[config.mk]
export PLATFORM = sky130hd
export DESIGN_NAME = frame_map_decoder
export DESIGN_NICKNAME = d
export VERILOG_FILES = /design/src/rtl/frame_map_pkg.sv /design/src/rtl/frame_map_point.sv /design/src/rtl/frame_map_grid.sv /design/src/rtl/frame_map_sel.sv /design/src/rtl/frame_map_decoder.sv
export SDC_FILE = /design/constraint.sdc
export NUM_CORES = 1
export LEC_CHECK = 0
export ABC_CLOCK_PERIOD_IN_PS = 900
export CAP_MARGIN = 20
export CORE_AREA = 2 2 155 157
export CTS_BUF_LIST = sky130_fd_sc_hd__clkbuf_4 sky130_fd_sc_hd__clkbuf_8
export CTS_CLUSTER_DIAMETER = 150
export DETAILED_ROUTE_END_ITERATION = 8
export DIE_AREA = 0 0 157 159
export PLACE_DENSITY = 0.77
export SLEW_MARGIN = 20
export SYNTH_ARGS = -nofsm -noshare
export SYNTH_HDL_FRONTEND = slang
export SYNTH_SLANG_ARGS = --single-unit
[constraint.sdc]
create_clock -name clk_i -period 0.9 [get_ports clk_i]
set_input_delay 0.09 -clock clk_i [delete_from_list [all_inputs] [get_ports clk_i]]
set_output_delay 0.09 -clock clk_i [all_outputs]
set_load 0.05 [all_outputs]
[src/rtl/frame_map_pkg.sv]
package frame_map_pkg;
  typedef enum logic [1:0] {
    MAP_SEQ  = 2'b00,
    MAP_ALL  = 2'b01,
    MAP_MASK = 2'b10,
    MAP_BAD  = 2'b11
  } map_mode_e;
endpackage

[src/rtl/frame_map_point.sv]
module frame_map_point #(
  parameter int SIDE = 8,
  localparam int CW = $clog2(SIDE),
  localparam int N = SIDE * SIDE
) (
  input  logic [CW-1:0] x_i,
  input  logic [CW-1:0] y_i,
  output logic [N-1:0]  sel_o
);
  for (genvar yy = 0; yy < SIDE; yy++) begin : g_row
    for (genvar xx = 0; xx < SIDE; xx++) begin : g_col
      assign sel_o[yy*SIDE+xx] = (x_i == CW'(xx)) && (y_i == CW'(yy));
    end
  end
endmodule

[src/rtl/frame_map_grid.sv]
module frame_map_grid #(
  parameter int SIDE = 8,
  localparam int N = SIDE * SIDE
) (
  input  logic [SIDE-1:0] col_i,
  input  logic [SIDE-1:0] row_i,
  output logic [N-1:0]    grid_o
);
  for (genvar yy = 0; yy < SIDE; yy++) begin : g_row
    for (genvar xx = 0; xx < SIDE; xx++) begin : g_col
      assign grid_o[yy*SIDE+xx] = col_i[xx] & row_i[yy];
    end
  end
endmodule

[src/rtl/frame_map_sel.sv]
module frame_map_sel
  import frame_map_pkg::*;
#(
  parameter int SIDE = 8,
  localparam int CW = $clog2(SIDE),
  localparam int N = SIDE * SIDE
) (
  input  logic [1:0]      mode_i,
  input  logic [CW-1:0]   x_i,
  input  logic [CW-1:0]   y_i,
  input  logic [SIDE-1:0] col_i,
  input  logic [SIDE-1:0] row_i,
  output logic [N-1:0]    en_o,
  output logic            err_o
);
  logic [N-1:0] point_sel;
  logic [N-1:0] grid_sel;
  map_mode_e    mode;

  assign mode = map_mode_e'(mode_i);

  frame_map_point #(.SIDE(SIDE)) u_point (
    .x_i  (x_i),
    .y_i  (y_i),
    .sel_o(point_sel)
  );

  frame_map_grid #(.SIDE(SIDE)) u_grid (
    .col_i (col_i),
    .row_i (row_i),
    .grid_o(grid_sel)
  );

  always_comb begin
    en_o  = '0;
    err_o = 1'b0;
    case (mode)
      MAP_SEQ:  en_o = point_sel;
      MAP_ALL:  en_o = '1;
      MAP_MASK: en_o = grid_sel;
      default:  err_o = 1'b1;
    endcase
  end
endmodule

[src/rtl/frame_map_decoder.sv]
module frame_map_decoder
  import frame_map_pkg::*;
#(
  parameter int SIDE = 8,
  parameter int Z_W = 10,
  parameter int DATA_W = 144,
  localparam int CW = $clog2(SIDE),
  localparam int N = SIDE * SIDE
) (
  input  logic              clk_i,
  input  logic              rst_ni,
  input  logic              load_mode_i,
  input  logic              req_valid_i,
  output logic              req_ready_o,
  input  logic [1:0]        req_mode_i,
  input  logic [CW-1:0]     req_x_i,
  input  logic [CW-1:0]     req_y_i,
  input  logic [Z_W-1:0]    req_z_i,
  input  logic [SIDE-1:0]   col_mask_i,
  input  logic [SIDE-1:0]   row_mask_i,
  input  logic [DATA_W-1:0] req_data_i,
  output logic [N-1:0]      wr_en_o,
  output logic [Z_W-1:0]    wr_z_o,
  output logic [DATA_W-1:0] wr_data_o,
  output logic              mode_err_o
);
  logic              accept;
  logic [N-1:0]      en_d, en_q;
  logic              err_d, err_q;
  logic [Z_W-1:0]    z_q;
  logic [DATA_W-1:0] data_q;

  // no backpressure: accepts whenever the array is loading
  assign req_ready_o = load_mode_i & rst_ni;
  assign accept      = req_valid_i & req_ready_o;

  frame_map_sel #(.SIDE(SIDE)) u_sel (
    .mode_i(req_mode_i),
    .x_i   (req_x_i),
    .y_i   (req_y_i),
    .col_i (col_mask_i),
    .row_i (row_mask_i),
    .en_o  (en_d),
    .err_o (err_d)
  );

  always_ff @(posedge clk_i or negedge rst_ni) begin
    if (!rst_ni) begin
      en_q  <= '0;
      err_q <= 1'b0;
    end else begin
      en_q  <= accept ? en_d : '0;
      err_q <= accept & err_d;
    end
  end

  always_ff @(posedge clk_i or negedge rst_ni) begin
    if (!rst_ni) begin
      z_q    <= '0;
      data_q <= '0;
    end else if (accept) begin
      z_q    <= req_z_i;
      data_q <= req_data_i;
    end
  end

  // late drop of load mode still suppresses an in-flight write
  assign wr_en_o    = en_q & {N{load_mode_i}};
  assign wr_z_o     = z_q;
  assign wr_data_o  = data_q;
  assign mode_err_o = err_q;

  a_r2_unicast_single: assert property (@(posedge clk_i) disable iff (!rst_ni)
    ($past(accept) && $past(req_mode_i) == MAP_SEQ && load_mode_i) |-> $onehot(wr_en_o));

  a_r3_broadcast_all: assert property (@(posedge clk_i) disable iff (!rst_ni)
    ($past(accept) && $past(req_mode_i) == MAP_ALL && load_mode_i) |-> (&wr_en_o));

  a_r4_mask_count: assert property (@(posedge clk_i) disable iff (!rst_ni)
    ($past(accept) && $past(req_mode_i) == MAP_MASK && load_mode_i) |->
      ($countones(wr_en_o) == $countones($past(col_mask_i)) * $countones($past(row_mask_i))));

  a_r5_bad_mode_quiet: assert property (@(posedge clk_i) disable iff (!rst_ni)
    mode_err_o |-> (wr_en_o == '0));

  a_r6_z_follows: assert property (@(posedge clk_i) disable iff (!rst_ni)
    $past(accept) |-> (wr_z_o == $past(req_z_i)));

  a_r7_idle_quiet: assert property (@(posedge clk_i) disable iff (!rst_ni)
    !$past(accept) |-> (wr_en_o == '0 && !mode_err_o && $stable(wr_z_o)));
endmodule

# == Word-level counts from Yosys, hierarchy flattened ==
# Index checks and enable logic that the tools add are counted.
# totals
register_bits,219
input_bits,182
output_inout_bits,220
elab_cells,159
# op_classes
n_eq_ne,16
muxes,3
n_bitwise,68
reduce_logical,68
# op_table
cell,n
case mux 64 bit (3 select lines),1
bitwise AND 1 bit,67
bitwise AND 64 bit,1
logical AND 1 bit,64
two-way mux 64 bit,1
== test 3 bit (second input constant),8
== test 3 x 2 -> 1 bit (second input constant),4
== test 3 x 1 -> 1 bit (second input constant),2
logical NOT 3 bit,2
OR reduction 3 bit,1
== test 2 x 1 -> 1 bit (second input constant),1
== test 2 bit (second input constant),1
logical NOT 2 bit,1
two-way mux 1 bit,1

# == Depth between registers and ports, before layout ==
# logic_depth
word_depth,4
ltp_mapped,5
ltp_nobuf,3

# == Hierarchy ==
# From an unflattened synthesis, not the netlist that was laid out.
# unflattened
hier_cells,845
area_unflattened_um2,11040.6
# modules_own_cells
mod,instances,cells_each,area_each_um2,seq_area_each_um2
frame_map_decoder,1,535,8969.9,5480.3
frame_map_sel,1,151,1196.1,0.0
frame_map_point,1,95,474.2,0.0
frame_map_grid,1,64,400.4,0.0

# == Least setup slack after synthesis ==
# No wires, ideal clock.
# synth_path
path_type,input port to flip-flop
start,input port rst_ni
end,register data_q[75] (netlist: wr_data_o[75])
setup_ps,125
arrival_time_ps,1129
required_ps,775
path_slack_ps,-354
cell_stages,5
path_buffers,2
path_cell_list,and2_2 > nand2_2 > buf_6 > buf_6 > mux2_2
# synth_between
elab_chain_len,2
# synth_rtl
item,line,rtl
start: declaration,frame_map_decoder.sv:11,"input logic rst_ni,"
bitwise AND 1 bit,frame_map_decoder.sv:34,assign req_ready_o = load_mode_i & rst_ni;
bitwise AND 1 bit,frame_map_decoder.sv:35,assign accept = req_valid_i & req_ready_o;
end signal: assignment,frame_map_decoder.sv:63,data_q <= req_data_i;
end: declaration,frame_map_decoder.sv:31,logic [DATA_W-1:0] data_q;
# No other way between the ends.
# A chain may end at the register's enable or synchronous reset.

# == Worst setup path after layout ==
# layout_path
start,register en_q[30]
end,output port wr_en_o[30]
# layout_between
elab_chain_len,1
# layout_rtl
item,line,rtl
start: declaration,frame_map_decoder.sv:28,"logic [N-1:0] en_d, en_q;"
start signal: assignment,frame_map_decoder.sv:52,en_q <= accept ? en_d : '0;
bitwise AND 64 bit,frame_map_decoder.sv:68,assign wr_en_o = en_q & {N{load_mode_i}};
end: declaration,frame_map_decoder.sv:22,"output logic [N-1:0] wr_en_o,"
# No other way between the ends.

==> summary.md <==
| Metric | Value |
|---|---|
| Clk buf depth | `3` |
| Violated checks | `setup timing` |
| Period minus WS final | `about 1.4 ns` |
| Netlist cell types | `27` |
| Clk_skew | `0 ns` |
| Clk_lat worst skew | `0.51 ns` |
| Slew Viols, Final | `0` |
| Maxcap violations | `0` |
| Core Area | `0.02319 mm²` |
| Setup_tns | `-71.47 ns` |
| Layout cell share with drive strength beyond 1 | `a little over half` |
| Cts bufs inserted | `38` |
| Largest net degree at the start of global routing | `131` |
| DRT Pass-1 Iters | `5` |
| Final Power | `39.40 mW` |
| Avg Cell Area, Syn | `12.95 µm²` |
| Drt initial violations | `625` |
| Synthesized cell area | `0.009482 mm²` |
| Overflow after GRT | `0` |
| Max_slew headroom | `69.60%` |
| CTS clk-pin slew, worst paths | `0.07 ns` |
| Final Hold Fails | `0` |
| Vias in the first global route | `8733` |
| TritonCTS clock tree | `built` |
| Syn Nets | `914` |
| Post-synthesis sequential area ratio | `between 50 and 60%` |
| Root buf cell | `clkbuf_8` |
| Utilization after layout | `79.13%` |
| Routed WL per cell | `25.94 µm` |
| Period Utilization, post-route | `150.4%` |
| Hpwl dp | `25130 µm` |
| Setup ws final | `-0.4537 ns` |
| Max Freq | `0.7387 GHz` |
| Post-synth EDFFs | `0` |
| CP Launch Type | `register` |
| CP endpoint kind | `output pin` |
| DRT antenna net count | `0` |
| GPL Wtd Cong | `0.9350` |
| DR vias/cell | `5.340` |
| First-pass GRT wire length | `56810 µm` |
| Initial core utilization | `40.88%` |
| CP peak stage delay | `0.41 ns` |
| Share of flip-flops with an asynchronous set or reset | `100.0%` |
| Required @ worst endpoint | `roughly 0.81 ns` |
| TritonCTS Sinks | `219` |
| Worst path cell trace | `and2_4 -> buf_12` |
| Commonest non-fill, non-tap cell in the layout | `buf_12` |
| Mapped Cells | `732` |
| Max rail drop VDD | `1.073 mV` |
| Worst-Margin Slew | `about 0.46 ns` |
| CP Max Fanout | `1` |
| CP Buf/Inv Count | `1` |
| Leading cell types in the layout, fill and taps excluded | `buf_12 (235), dfrtp_1 (217), clkdlybuf4s50_1 (170)` |
| I/O pin count | `402` |
| Vias post-DR | `8474` |
| CP arrival | `about 1.3 ns` |
| Total GRT Usage | `30.28%` |
| Hold WC Path Type | `input port to register` |
| # rows | `between 50 and 60` |
| Setup CP Type | `register to output pin` |
| Pwr Density | `2147 mW/mm²` |
| Ys Warns | `0` |
| Leakage | `roughly 8.3 nW` |
| Initial antenna violation count | `4` |
| # nets final | `1426` |
| RSZ-0062 raised after global routing | `yes` |
| Final setup vio count | `270` |
| Die height | `approximately 160 µm` |
| Htree depth | `2` |
| Slowest-stage cell, CP | `dfrtp_1` |
| DRC violations left | `0` |
| FF+latch count, synth | `219` |
| Die width | `157 µm` |
| Final wirelength | `41160 µm` |
| Port Buf Inserts | `between 400 and 500` |
| Area growth syn-to-layout | `93.56%` |
| Top delay family on crit path | `flip-flops` |
| Status | `finished with violations` |
| Die area | `between 0.02 and 0.025 mm²` |
| Ys flop type | `dfrtp_1` |
worst register-to-register path, stage by stage (launching register included):
cell and delay, ns:
dfrtp_1 0.45, buf_6 0.15, buf_6 0.10, mux2_4 0.26
per-layer routing:
layer / up-vias / global-route usage [%] / wire length (µm)
met5: - / 0 / 28
met4: 4 / 16.97 / 2737
met3: 158 / 10.15 / 3921
met2: 518 / 52.09 / 20760
met1: 4227 / 32.38 / 13720
li1: 3567 / - / -
final timing paths:
check / endpoint / slack, ns / cells after the start / start
setup / recovery: wr_en_o[30] / -0.45 / 2 / en_q[30]
hold / removal: mode_err_o / 0.14 / 4 / req_mode_i[0]
setup reg to reg: wr_z_o[1] / -0.17 / 3 / wr_z_o[1]
hold reg to reg: wr_data_o[68] / 0.57 / 1 / wr_data_o[68]
max in group asynchronous: en_q[24] / 0.08 / 5 / rst_ni
min in group asynchronous: wr_data_o[99] / 0.39 / 5 / rst_ni
sequential cells by signal, indices dropped and copies added, names as in the netlist:
signal and flops:
mode_err_o 1, wr_z_o 10, en_q 64, wr_data_o 144
cell usage after synthesis (7+ instances only):
cell / count / share of area, %
and2_1: 64 / 4.2
a21oi_1: 57 / 3.0
dfrtp_1: 219 / 58
nand2_1: 53 / 2.1
buf_6: 23 / 2.7
mux2_1: 9 / 1.1
clkbuf_1: 23 / 0.91
buf_2: 16 / 0.84
nand3_1: 7 / 0.37
nand3b_1: 12 / 0.95
mux2_2: 145 / 17
a211oi_1: 57 / 4.5
a31oi_1: 7 / 0.46
where the power goes:
part,internal (mW),switching (mW),total (mW)
Clock,5.91,4.34,10.2
Combinational,8.33,7.92,16.3
Sequential,11.2,1.66,12.9
Total,25.5,13.9,39.4
per-stage QoR:
stage | std cells | hold slack (ns) | area (µm²) | setup WS, ns
floorplan | 732 | -0.2056 | 9718 | -0.2068
global placement | 1464 | 0.2738 | 16630 | -0.6985
detailed placement | 1464 | 0.2864 | 16630 | -0.7708
CTS | 1559 | 0.1025 | 17980 | -0.4866
global route | 1585 | 0.1229 | 18350 | -0.5060
finish | 1587 | 0.1413 | 18350 | -0.4537
kinds of logic after synthesis:
kind of cell           share of synthesized area (%)
buffers and inverters                          5.160
flip-flops                                     57.80
AND/OR/NAND/NOR                                10.77
multiplexers                                   18.29
AO/OA/AOI/OAI                                  7.984
final cells by class:
| cell class | count | area [µm²] |
|---|---|---|
| fill | 1206 | 4840 |
| sequential | 219 | 5483 |
| tap | 319 | 399.1 |
| timing repair buffer | 545 | 7690 |
| multi-input combinational | 440 | 3961 |
| antenna | 3 | 7.507 |
| clock inverter | 8 | 145.1 |
| clock buffer | 53 | 666.9 |
repair_timing:
item | 4_1_cts | 5_1_grt
pin swaps | 12 | 16
hold endpoints to repair | 223 | 219
gates cloned | 0 | 1
setup endpoints to repair | 433 | 435
hold buffers | 2 | 1
gates resized for setup | 81 | 55
buffers inserted | 32 | 42
(Power assumes the default switching activity.)
